[config.mk]
export PLATFORM = sky130hd
export DESIGN_NAME = selfrefresh_arbiter
export DESIGN_NICKNAME = d
export VERILOG_FILES = /design/src/rtl/sra_pkg.sv /design/src/rtl/sra_plane_tracker.sv /design/src/rtl/sra_rearm_timer.sv /design/src/rtl/selfrefresh_arbiter.sv
export SDC_FILE = /design/constraint.sdc
export NUM_CORES = 1
export LEC_CHECK = 0
export BUFFER_PORTS_ARGS = -buffer_cell sky130_fd_sc_hd__buf_4
export CAP_MARGIN = 20
export CORE_UTILIZATION = 35
export CTS_BUF_LIST = sky130_fd_sc_hd__clkbuf_8
export CTS_CLUSTER_SIZE = 16
export DETAILED_ROUTE_END_ITERATION = 10
export GPL_ROUTABILITY_DRIVEN = 1
export GPL_TIMING_DRIVEN = 0
export PLACE_DENSITY = 0.6
export SYNTH_ARGS = -nofsm -noshare
export SYNTH_HDL_FRONTEND = slang
export SYNTH_SLANG_ARGS = --single-unit
[constraint.sdc]
create_clock -name clk -period 3.52 [get_ports clk]
set_input_delay 0.176 -clock clk [delete_from_list [all_inputs] [get_ports clk]]
set_output_delay 0.176 -clock clk [all_outputs]
set_load 0.01 [all_outputs]
[src/rtl/sra_pkg.sv]
// Shared types for the self-refresh arbiter.
package sra_pkg;
    typedef enum logic [1:0] {
        TMR_OFF   = 2'd0,
        TMR_DELAY = 2'd1,
        TMR_WAIT  = 2'd2
    } tmr_state_t;
endpackage

[src/rtl/sra_plane_tracker.sv]
// Busy-plane set. Masks incoming event bitmasks to the panel pipe's planes,
// ORs invalidated planes in and removes flushed planes. Assumes the caller
// gates 'accept' with the enabled state; 'clear' wins over events.
module sra_plane_tracker #(
    parameter int unsigned          N_PLANES   = 8,
    parameter logic [N_PLANES-1:0]  PLANE_MASK = '1
) (
    input  logic                clk,
    input  logic                rst_n,
    input  logic                clear,
    input  logic                accept,
    input  logic                inv_valid,
    input  logic [N_PLANES-1:0] inv_planes,
    input  logic                flush_valid,
    input  logic [N_PLANES-1:0] flush_planes,
    output logic [N_PLANES-1:0] busy_q,
    output logic [N_PLANES-1:0] busy_d,
    output logic                hit
);
    logic [N_PLANES-1:0] inv_m, fl_m;

    // Restrict event masks to the planes of the panel pipe
    always_comb begin
        inv_m = (accept && inv_valid)   ? (inv_planes   & PLANE_MASK) : '0;
        fl_m  = (accept && flush_valid) ? (flush_planes & PLANE_MASK) : '0;
        hit   = (|inv_m) || (|fl_m);
        if (clear)
            busy_d = '0;
        else
            busy_d = (busy_q | inv_m) & ~fl_m;
    end

    // Hold the busy-plane set
    always_ff @(posedge clk) begin
        if (!rst_n) busy_q <= '0;
        else        busy_q <= busy_d;
    end
endmodule

[src/rtl/sra_rearm_timer.sv]
// Re-arm timer: counts a loaded delay down, then waits a bounded number of
// edges for the engine idle status. 'try_act' is high in the wait phase
// when idle is seen; the caller decides whether to activate. Cancel has
// priority over start, start (reload) over normal counting.
module sra_rearm_timer
    import sra_pkg::*;
#(
    parameter int unsigned CW         = 8,
    parameter int unsigned IDLE_LIMIT = 10
) (
    input  logic          clk,
    input  logic          rst_n,
    input  logic          start,
    input  logic [CW-1:0] load,
    input  logic          cancel,
    input  logic          eng_idle,
    output logic          try_act
);
    localparam int unsigned WW = $clog2(IDLE_LIMIT + 1);

    tmr_state_t    st;
    logic [CW-1:0] cnt;
    logic [WW-1:0] wcnt;

    // Idle seen during the wait phase, unless overridden this cycle
    assign try_act = (st == TMR_WAIT) && eng_idle && !cancel && !start;

    // Delay countdown and idle-wait window
    always_ff @(posedge clk) begin
        if (!rst_n) begin
            st   <= TMR_OFF;
            cnt  <= '0;
            wcnt <= '0;
        end else if (cancel) begin
            st <= TMR_OFF;
        end else if (start) begin
            st  <= TMR_DELAY;
            cnt <= load;
        end else begin
            case (st)
                TMR_DELAY: begin
                    if (cnt <= CW'(1)) begin
                        st   <= TMR_WAIT;
                        wcnt <= '0;
                    end else begin
                        cnt <= cnt - CW'(1);
                    end
                end
                TMR_WAIT: begin
                    if (eng_idle || wcnt == WW'(IDLE_LIMIT - 1))
                        st <= TMR_OFF;
                    else
                        wcnt <= wcnt + WW'(1);
                end
                default: st <= TMR_OFF;
            endcase
        end
    end
endmodule

[src/rtl/selfrefresh_arbiter.sv]
// Self-refresh arbiter top. Tracks dirty planes from invalidate/flush
// events, forces exits while active, and re-activates through a deferred
// timer that rechecks enable and the busy set at expiry. Assumes commands
// and events are single-cycle strobes; dis_cmd dominates.
module selfrefresh_arbiter #(
    parameter int unsigned          N_PLANES       = 8,
    parameter logic [N_PLANES-1:0]  PLANE_MASK     = 8'h0F,
    parameter int unsigned          REARM_CYC      = 5000000,
    parameter int unsigned          IDLE_LIMIT_CYC = 2500000,
    parameter int unsigned          FIRST_ACT_CYC  = 10000000
) (
    input  logic                clk,
    input  logic                rst_n,
    input  logic                en_cmd,
    input  logic                dis_cmd,
    input  logic                inv_valid,
    input  logic [N_PLANES-1:0] inv_planes,
    input  logic                flush_valid,
    input  logic [N_PLANES-1:0] flush_planes,
    input  logic                eng_idle,
    output logic                act_req,
    output logic                exit_req,
    output logic                sr_active,
    output logic                sr_enabled,
    output logic [N_PLANES-1:0] busy_planes
);
    localparam int unsigned MAXD  = (REARM_CYC > FIRST_ACT_CYC) ? REARM_CYC : FIRST_ACT_CYC;
    localparam int unsigned CW    = $clog2(MAXD + 2);
    localparam bit          DEFER = (FIRST_ACT_CYC != 0);

    logic [N_PLANES-1:0] busy_d;
    logic                hit, accept, clear, exit_now, active_after;
    logic                rearm, first_arm, tmr_start, try_act, act_now;
    logic [CW-1:0]       tmr_load;

    // Decide this cycle's exit, re-arm and activation
    always_comb begin
        accept       = sr_enabled && !dis_cmd;
        clear        = !sr_enabled && en_cmd && !dis_cmd;
        exit_now     = sr_enabled && sr_active && (hit || dis_cmd);
        active_after = sr_active && !exit_now;
        rearm        = accept && flush_valid && !active_after && (busy_d == '0);
        first_arm    = DEFER && clear;
        tmr_start    = rearm || first_arm;
        tmr_load     = first_arm ? CW'(FIRST_ACT_CYC) : CW'(REARM_CYC);
        act_now      = (try_act && accept && !active_after && (busy_d == '0))
                     || (!DEFER && clear);
    end

    sra_plane_tracker #(.N_PLANES(N_PLANES), .PLANE_MASK(PLANE_MASK)) u_track (
        .clk(clk), .rst_n(rst_n), .clear(clear), .accept(accept),
        .inv_valid(inv_valid), .inv_planes(inv_planes),
        .flush_valid(flush_valid), .flush_planes(flush_planes),
        .busy_q(busy_planes), .busy_d(busy_d), .hit(hit)
    );

    sra_rearm_timer #(.CW(CW), .IDLE_LIMIT(IDLE_LIMIT_CYC)) u_tmr (
        .clk(clk), .rst_n(rst_n), .start(tmr_start), .load(tmr_load),
        .cancel(dis_cmd), .eng_idle(eng_idle), .try_act(try_act)
    );

    // Enabled/active flags and registered request pulses
    always_ff @(posedge clk) begin
        if (!rst_n) begin
            sr_enabled <= 1'b0;
            sr_active  <= 1'b0;
            act_req    <= 1'b0;
            exit_req   <= 1'b0;
        end else begin
            if (dis_cmd)    sr_enabled <= 1'b0;
            else if (clear) sr_enabled <= 1'b1;
            sr_active <= (active_after || act_now) && !dis_cmd;
            act_req   <= act_now;
            exit_req  <= exit_now;
        end
    end
endmodule

Word-level counts from Yosys, hierarchy flattened

Cells that the tools add are included.

Output and inout port bits: 12
Word-level logic and storage cells: 79
Input bits: 23
Register bits: 60

Muxes and demuxes: 14
Reductions and logical operators: 38
Magnitude comparators: 1
Eq/ne operators: 9
Add/subtract/negate cells: 2
Bitwise operators: 6

Operators by type and width:

| cell                                                                     | number |
|---|---|
| 24-bit two-way mux                                                       | 4 |
| 22-bit two-way mux                                                       | 2 |
| 22-bit one-hot mux with 2 select lines                                   | 1 |
| 24-bit by 1-bit <= comparator with 1-bit output (second input constant)  | 1 |
| 24-bit by 1-bit subtractor with 24-bit output (second input constant)    | 1 |
| 22-bit by 1-bit adder with 22-bit output (second input constant)         | 1 |
| 22-bit equality test (second input constant)                             | 1 |
| 1-bit logical AND                                                        | 17 |
| 8-bit OR reduction                                                       | 2 |
| 8-bit AND                                                                | 1 |
| 8-bit logical NOT                                                        | 1 |
| 4-bit two-way mux                                                        | 2 |
| 8-bit two-way mux                                                        | 1 |
| 8-bit NOT                                                                | 1 |
| 8-bit bitwise OR                                                         | 1 |
| 1-bit logical NOT                                                        | 5 |
| 1-bit logical OR                                                         | 5 |
| 5-bit AND reduction                                                      | 1 |
| 2-bit two-way mux                                                        | 2 |
| 2-bit by 1-bit inequality test with 1-bit output (second input constant) | 2 |
| 2-bit inequality test (second input constant)                            | 2 |
| 2-bit one-hot mux with 2 select lines                                    | 1 |
| 2-bit AND reduction                                                      | 2 |
| 2-bit nonzero test                                                       | 2 |
| 9 further kinds                                                          | 11 |

Logic depth before layout (Yosys ltp)

Gate-level depths: netlist of the first run.

Depth after elaboration: 21
Gate-level depth with buffers: 11
Gate-level depth less buffers: 8

Hierarchy

Synthesis of the first run repeated with hierarchy kept, for this count alone.

Cell total of the unflattened synthesis: 471
Area, all modules: 3648.5 um^2

Modules (own cells, without submodules):

| module              | area each (um^2) | instances | cells each | sequential area each (um^2) |
|---|---|---|---|---|
| sra_rearm_timer     | 3085.5           | 1         | 410        | 960.9 |
| sra_plane_tracker   | 354.1            | 1         | 36         | 160.2 |
| selfrefresh_arbiter | 209.0            | 1         | 25         | 80.1 |

Least setup slack after synthesis of the first run

No wires, ideal clock.

Path kind: register -> register
From: reg u_tmr.st[0]
To: reg u_tmr.wcnt[7]
Slack: 1327 ps
Period minus slack after synthesis: 2193 ps
Arrival time: 2092 ps
Library setup time: 101 ps
Required time: 3419 ps
Stages on the path, launching flop included: 12
Buffers on the path: 3
Cell sequence: dfxtp_1 > inv_1 > ha_1 > buf_2 > clkinv_1 > or2_2 > o31a_1 > nand2_1 > buf_2 > buf_2 > o311ai_0 > o41ai_1

Longest elaborated chain between the ends: 3
Elaborated cells between the ends (all ways): 7
Those cells by class: eq/ne (4); mux (1); reduce/logical (2)

Ends and longest elaborated chain:

| element                                                                                      | line                  | text |
|---|---|---|
| start, declared                                                                              | sra_rearm_timer.sv:21 | `tmr_state_t st;` |
| start signal, assigned                                                                       | sra_rearm_timer.sv:31 | `st <= TMR_OFF;` |
| start signal, assigned                                                                       | sra_rearm_timer.sv:35 | `st <= TMR_OFF;` |
| start signal, assigned                                                                       | sra_rearm_timer.sv:37 | `st <= TMR_DELAY;` |
| 2-bit equality test / 2-bit by 1-bit equality test with 1-bit output (equally long branches) | sra_rearm_timer.sv:40 | `case (st)` |
| 2-bit inequality test (no line), or another cell as far along                                | -                     |  |
| 5-bit AND reduction (no line)                                                                | -                     |  |
| end signal, assigned                                                                         | sra_rearm_timer.sv:53 | `wcnt <= wcnt + WW'(1);` |
| end, declared                                                                                | sra_rearm_timer.sv:23 | `logic [WW-1:0] wcnt;` |

Several ways; a longest one is shown, not always the timed one.
A chain may end at the register's enable or synchronous reset.

Worst setup path in the final report of the first run

From: reg u_tmr.st[0]
To: reg u_tmr.wcnt[8]

Same word-level chain as after synthesis.

==> impl_metrics.json, run 1 <==
{
  "status": "completed",
  "numClockSinks": 60,
  "ff2ff_path_depth": 11,
  "crit_required_ns": 3.76,
  "seq_power_share": 0.451,
  "min_from": "en_cmd",
  "max_freq_mhz": 347,
  "swShare": 0.306,
  "dp_cells": 589,
  "vdd_drop_max_mv": 0.183,
  "hp-class": "in -> reg",
  "yosys_warnings": 0,
  "pwr-share-comb": 0.167,
  "p_int_w": 0.00111,
  "whs_endpoint": "sr_enabled$_SDFFE_PP0P_",
  "clock-root-buffer": "clkbuf_8",
  "die_height_um": 103,
  "fill_cells": 1015,
  "skew_ns": 0.0109,
  "grt_use_total": 0.220,
  "layout-drive-gt1-share": 0.172,
  "post-route-period-util": 0.818,
  "grt_pass1_vias": 3508,
  "grt_pass1_wl_um": 17800,
  "synth_edf_count": 0,
  "fp.coreArea_um2": 9860,
  "routed_wl_um": 11000,
  "die_w_um": 103,
  "rsz0062_at_grt": "false",
  "netlist-cell-type-count": 72,
  "synth_area_um2": 3600,
  "clkTransAtPathRegs_ns": 0.07,
  "nNetsFinal": 495,
  "dr.pass1.iters": 5,
  "viasPerCell": 6.00,
  "portBuffers": 26,
  "gp_congestion": 0.895,
  "power_density_nw_per_um2": 385,
  "antenna_found_initial": 0,
  "routedWlPerCell_um": 18.3,
  "maxCapViolations": 0,
  "diodes": 0,
  "dr.first_iter.drc_count": 236,
  "tightest_slew_ns": 0.656,
  "rows": 36,
  "holdBufCountCts": 0,
  "area_growth_syn_to_layout_pct": 15.2,
  "clockBufferDepth": 2,
  "crit_path_start_kind": "register",
  "worstReg2RegStart": "u_tmr.st[0]$_SDFFE_PP0P_",
  "die_area_um2": 10700,
  "cts_setup_buffers": 0,
  "min_path_cells": 3,
  "ios": 35,
  "r2r_end": "u_tmr.wcnt[8]$_SDFFE_PN0P_",
  "path_class": "reg -> reg",
  "cts_buffers": 9,
  "ant_nets": 0,
  "cts.htree.levels": 3,
  "synth_seq_cells": 60,
  "cts_resized": 0,
  "grt_max_degree": 11,
  "switchingPower_w": 0.000488,
  "end_kind": "register",
  "synthesis.nets": 458,
  "via_count": 3629,
  "synth.avg_cell_area_um2": 8.37,
  "fin_setup_tns_ns": 0,
  "final_cells": 605,
  "overflow": 0,
  "yosysSeqAreaShare": 0.334,
  "clkPwrFrac": 0.382,
  "postSynthCellCount": 430,
  "cts_tree": "done",
  "clk_latency_ns": 0.35,
  "start_util": 0.365,
  "ys_dominant_reg_cell": "dfxtp_1",
  "reg2reg_setup_slack_ns": 0.64,
  "cp.arrival_ns": 3.12,
  "drv_slew": 0,
  "report.final.setup_viol": 0,
  "period_minus_slack_ns": 2.88,
  "worstPathMaxFanout": 10,
  "finalHoldViolCount": 0,
  "async_flop_share": 0,
  "power_leakage_nw": 1.38,
  "hpwl_um": 7900,
  "post-route-drc-count": 0,
  "max_slew_margin": 0.559
}
-- how the worst max path moves through the flow --
stage | startpoint | end | slack, ns | cells after the start
floorplan | u_tmr.st[0]$_SDFFE_PP0P_ | u_tmr.wcnt[7]$_SDFFE_PN0P_ | 1.33 | 11
global placement | u_tmr.st[0]$_SDFFE_PP0P_ | u_tmr.wcnt[4]$_SDFFE_PN0P_ | 0.73 | 11
detailed placement | u_tmr.st[0]$_SDFFE_PP0P_ | u_tmr.wcnt[4]$_SDFFE_PN0P_ | 0.67 | 11
CTS | u_tmr.st[0]$_SDFFE_PP0P_ | u_tmr.wcnt[4]$_SDFFE_PN0P_ | 0.65 | 11
global route | u_tmr.st[0]$_SDFFE_PP0P_ | u_tmr.wcnt[4]$_SDFFE_PN0P_ | 0.43 | 11
finish | u_tmr.st[0]$_SDFFE_PP0P_ | u_tmr.wcnt[8]$_SDFFE_PN0P_ | 0.64 | 11
-- worst max-delay path, stage by stage, from the launching register on --
cell and delay [ns]:
dfxtp_1 0.33, inv_1 0.07, ha_1 0.13, buf_2 0.22
clkinv_1 0.38, or2_2 0.42, o31a_1 0.27, nand2_1 0.12
buf_2 0.25, buf_2 0.29, o311ai_0 0.18, o41ai_1 0.11
-- Yosys cell counts (5+ instances only) --
master / count / share of area
dfxtp_1: 60 / 0.33
nand2_1: 36 / 0.038
nor2_1: 28 / 0.029
a21oi_1: 27 / 0.038
nand3_1: 22 / 0.031
or4_1: 14 / 0.029
a31oi_1: 13 / 0.023
and2_1: 13 / 0.023
buf_2: 13 / 0.018
nor3_1: 13 / 0.018
inv_1: 11 / 0.011
nand4_1: 11 / 0.019
clkbuf_1: 10 / 0.010
nand2b_1: 10 / 0.017
o31ai_1: 10 / 0.021
o311ai_0: 7 / 0.017
o41ai_1: 7 / 0.017
o21ai_0: 6 / 0.0083
o21ai_1: 6 / 0.0083
ha_1: 5 / 0.017
mux2i_1: 5 / 0.014
nor4_1: 5 / 0.0087
o311ai_1: 5 / 0.012
o31a_1: 5 / 0.012
or3_1: 5 / 0.0087
-- registers in the layout, indices dropped and copies added, names as in the netlist --
register,count
sr_enabled,1
u_tmr.st,2
sr_active,1
u_tmr.cnt,24
act_req,1
exit_req,1
u_tmr.wcnt,22
u_track.busy_q,8
-- final cells by class --
cell class / instances / area [µm²] / share of cell area
multi-input combinational: 330 / 2210 / 0.533
sequential: 60 / 1200 / 0.290
clock inverter: 7 / 60.1 / 0.0145
buffer: 27 / 140 / 0.0338
clock buffer: 9 / 124 / 0.0299
timing repair buffer: 26 / 195 / 0.0471
inverter: 13 / 48.8 / 0.0118
tap: 133 / 166 / 0.0401
-- logic make-up (layout without fill, tap and decap cells) --
logic type / count (synthesis) / in the layout / synth area share
DFF: 60 / 60 / 0.334
buffers and inverters: 40 / 82 / 0.0525
muxes: 5 / 5 / 0.0139
adders and majority gates: 5 / 5 / 0.0174
AOI/OAI and AO/OA: 131 / 131 / 0.279
and+or+nand+nor: 189 / 189 / 0.304
-- layer usage --
metal,wire (µm),global-route usage,vias to the layer above
met1,5030,0.282,1770
met2,5340,0.365,96
met3,509,0.0457,16
li1,-,-,1747
met4,175,0.0791,0
met5,0,0,-
-- power by group through the flow --
stage | clock network [W] | registers (W) | logic (W)
finish | 0.000609 | 0.000720 | 0.000266
global route | 0.000644 | 0.000723 | 0.000289
CTS | 0.000619 | 0.000720 | 0.000261
detailed placement | 0 | 0.000735 | 0.000260
global placement | 0 | 0.000734 | 0.000257
floorplan | 0 | 0.000730 | 0.000180
-- through the flow --
| step | worst slack, ns | power [W] | util | hold WS, ns | cell area (µm²) |
|---|---|---|---|---|---|
| detailed placement | 0.673 | 0.000995 | 0.402 | 0.424 | 3960 |
| finish | 0.642 | 0.00160 | 0.420 | 0.0597 | 4150 |
| global placement | 0.735 | 0.000991 | 0.402 | 0.402 | 3960 |
| floorplan | 1.33 | 0.000910 | - | 0.292 | 3600 |
| global route | 0.430 | 0.00166 | 0.420 | 0.0957 | 4150 |
| CTS | 0.650 | 0.00160 | 0.420 | 0.0562 | 4150 |
-- cell usage in the layout, fill, tap and decap left out, types with 10 or more instances in the layout --
cell type   n
a21oi_1    27
a31oi_1    13
and2_1     13
buf_2      13
buf_4      28
clkbuf_1   10
dfxtp_1    60
inv_1      13
nand2_1    36
nand2b_1   10
nand3_1    22
nand4_1    11
nor2_1     28
nor3_1     13
o31ai_1    10
or4_1      14
Note: power is estimated with default switching activity, not from simulation.
==> run 2: changes to the inputs <==
--- a/config.mk
+++ b/config.mk
@@ -13,7 +13,7 @@
 export DETAILED_ROUTE_END_ITERATION = 10
 export GPL_ROUTABILITY_DRIVEN = 1
 export GPL_TIMING_DRIVEN = 0
-export PLACE_DENSITY = 0.6
+export PLACE_DENSITY = 0.62
 export SYNTH_ARGS = -nofsm -noshare
 export SYNTH_HDL_FRONTEND = slang
 export SYNTH_SLANG_ARGS = --single-unit
==> constraint.sdc (replaced) <==
create_clock -name clk -period 2.5 [get_ports clk]
set_input_delay 0.125 -clock clk [delete_from_list [all_inputs] [get_ports clk]]
set_output_delay 0.125 -clock clk [all_outputs]
set_load 0.01 [all_outputs]
==> run 2 against run 1 <==
First-iteration DRC count grew 14%; fmax rose by 20%; combinational power increased by 50%; non-clock buffer count is 4 higher; clock-buffer cell count up 2; clock power is 50% higher; clock skew rose by 0.0016 ns; register-to-register slack worse by 0.54 ns; largest cell class unchanged; total power grew 46%.
==> impl_metrics.json, run 2 (synthesized netlist as in run 1, its figures left out) <==
{
  "power_w": 0.00233,
  "grt_use_total": 0.219,
  "ios": 35,
  "multi_input_area_um2": 2310,
  "final_common_cell": "dfxtp_1",
  "final_area_um2": 4320,
  "dr.first_iter.drc_count": 268,
  "seq_power_share": 0.438,
  "pwr-share-comb": 0.171,
  "swShare": 0.298,
  "drv_slew": 0,
  "reg.largest.list": "u_tmr.cnt: 24 flops, u_tmr.wcnt: 22 flops, u_track.busy_q: 8 flops",
  "finalHoldViolCount": 0,
  "cts_tree": "done",
  "fp.coreArea_um2": 9860,
  "die_area_um2": 10700,
  "report.final.setup_viol": 0,
  "gp_congestion": 0.909,
  "area_growth_syn_to_layout_pct": 20.1,
  "crit_chain": "buf_6 -> nor2b_1 -> nand2_1 -> a311oi_4 -> nand2_1 -> buf_2 -> clkbuf_4 -> a31oi_1 -> o22ai_1",
  "dr.pass1.iters": 6,
  "period_minus_slack_ns": 2.40,
  "min_path_cells": 3,
  "start_util": 0.365,
  "final_cells": 609,
  "cp.arrival_ns": 2.60,
  "end_kind": "register",
  "p_int_w": 0.00164,
  "cts_buffers": 9,
  "routed_wl_um": 11100,
  "critPathMaxStageDelay_ns": 0.44,
  "vdd_drop_max_mv": 0.277,
  "clk_latency_ns": 0.35,
  "cts.htree.levels": 3,
  "grt_max_degree": 11,
  "crit_path_start_kind": "register",
  "clock-root-buffer": "clkbuf_8",
  "ant_nets": 0,
  "die_height_um": 103,
  "nNetsFinal": 499,
  "maxCapViolations": 0,
  "post-route-drc-count": 0,
  "tightest_slew_ns": 0.893,
  "max_slew_margin": 0.399,
  "via_count": 3739,
  "holdBufCountCts": 0,
  "diodes": 0,
  "clkPwrFrac": 0.391,
  "switchingPower_w": 0.000694,
  "rows": 36,
  "antenna_found_initial": 0,
  "layout-drive-gt1-share": 0.206,
  "clockBufferDepth": 2,
  "worstPathMaxFanout": 10,
  "layout_common_cells": "dfxtp_1, nand2_1, buf_4, nor2_1, a21oi_1",
  "power_density_nw_per_um2": 540,
  "numClockSinks": 60,
  "largest_reg_flops": 24,
  "critPathMostFrequentCell": "nand2_1",
  "grt_pass1_wl_um": 17800,
  "portBuffers": 26,
  "crit_required_ns": 2.71,
  "skew_ns": 0.0126,
  "die_w_um": 103,
  "viasPerCell": 6.14,
  "max_freq_mhz": 417,
  "path_class": "reg -> reg",
  "grt_pass1_vias": 3566,
  "placed_cell_area_um2": 3960,
  "ff2ff_path_depth": 9,
  "overflow": 0,
  "routedWlPerCell_um": 18.3,
  "fill_cells": 981,
  "timing.hold.ws_ns": 0.00924,
  "final-seq-area_um2": 1200,
  "largest_register": "u_tmr.cnt",
  "clkTransAtPathRegs_ns": 0.07,
  "power_leakage_nw": 1.44,
  "hp-class": "in -> reg",
  "dp_cells": 589,
  "hpwl_um": 7860,
  "post-route-period-util": 0.959,
  "status": "completed",
  "critPathSlowestCell": "a311oi_4"
}
-- run 2: cell types whose count changed in the layout (fill, tap and decap cells not counted), moves of 2 or more --
cell,before,now
o311ai_1,5,7
nor3_4,0,2
clkbuf_8,9,11
clkbuf_4,0,3
buf_4,28,35
o311ai_0,7,4
buf_2,13,6
-- run 2: final timing paths --
check | start | end | slack, ns
worst max-delay path | sr_enabled$_SDFFE_PP0P_ | u_tmr.cnt[15]$_SDFFE_PN0P_ | 0.10
worst min-delay path | en_cmd | sr_enabled$_SDFFE_PP0P_ | 0.009
worst max register to register | sr_enabled$_SDFFE_PP0P_ | u_tmr.cnt[15]$_SDFFE_PN0P_ | 0.10
worst min register to register | u_tmr.cnt[15]$_SDFFE_PN0P_ | u_tmr.cnt[15]$_SDFFE_PN0P_ | 0.46
-- run 2: timing repair --
action,4_1_cts,5_1_grt
pin swaps,1,6
hold endpoints to repair,0,0
resized for setup,9,26
setup buffers,1,3
setup endpoints to repair,31,45
-- run 2: metrics by stage --
stage | TNS [ns] | setup slack, ns | utilization
after floorplan | 0 | 0.307 | -
after global placement | -3.73 | -0.234 | 0.402
after detailed placement | -4.39 | -0.267 | 0.402
after CTS | -0.0306 | -0.0306 | 0.427
after global routing | -0.00904 | -0.00807 | 0.438
final | 0 | 0.103 | 0.438
-- run 2: metal layers --
layer  wire length [µm]  track usage  vias up  share of wire
met5                  0            0        -              0
met4                167       0.0932        0          0.015
met3                708       0.0524       17          0.064
met2               5370        0.357      140           0.48
met1               4890        0.275     1820           0.44
li1                   -            -     1762              -
-- run 2: critical path: cells and delay by family, from the launching register on --
kind            cells  cell delay [ns]
buf+inv             3             0.60
simple gates        3             0.52
compound gates      3             0.75
flops               1             0.38
-- run 2: power groups by stage --
stage                     clock network [W]  logic, W  registers, W
final                              0.000912  0.000399       0.00102
after global routing               0.000975  0.000432       0.00102
after CTS                          0.000931  0.000369       0.00101
after detailed placement                  0  0.000361       0.00104
after global placement                    0  0.000355       0.00103
after floorplan                           0  0.000254       0.00103
-- run 2: cell type report --
| class | instances | share of cell area |
|---|---|---|
| clock buffers | 11 | 0.0350 |
| plain buffers | 27 | 0.0376 |
| flip-flops and latches | 60 | 0.278 |
| multi-input cells | 330 | 0.534 |
| well taps | 133 | 0.0385 |
| repair buffers | 30 | 0.0521 |
| inverters | 13 | 0.0124 |
| clock inverters | 5 | 0.0119 |
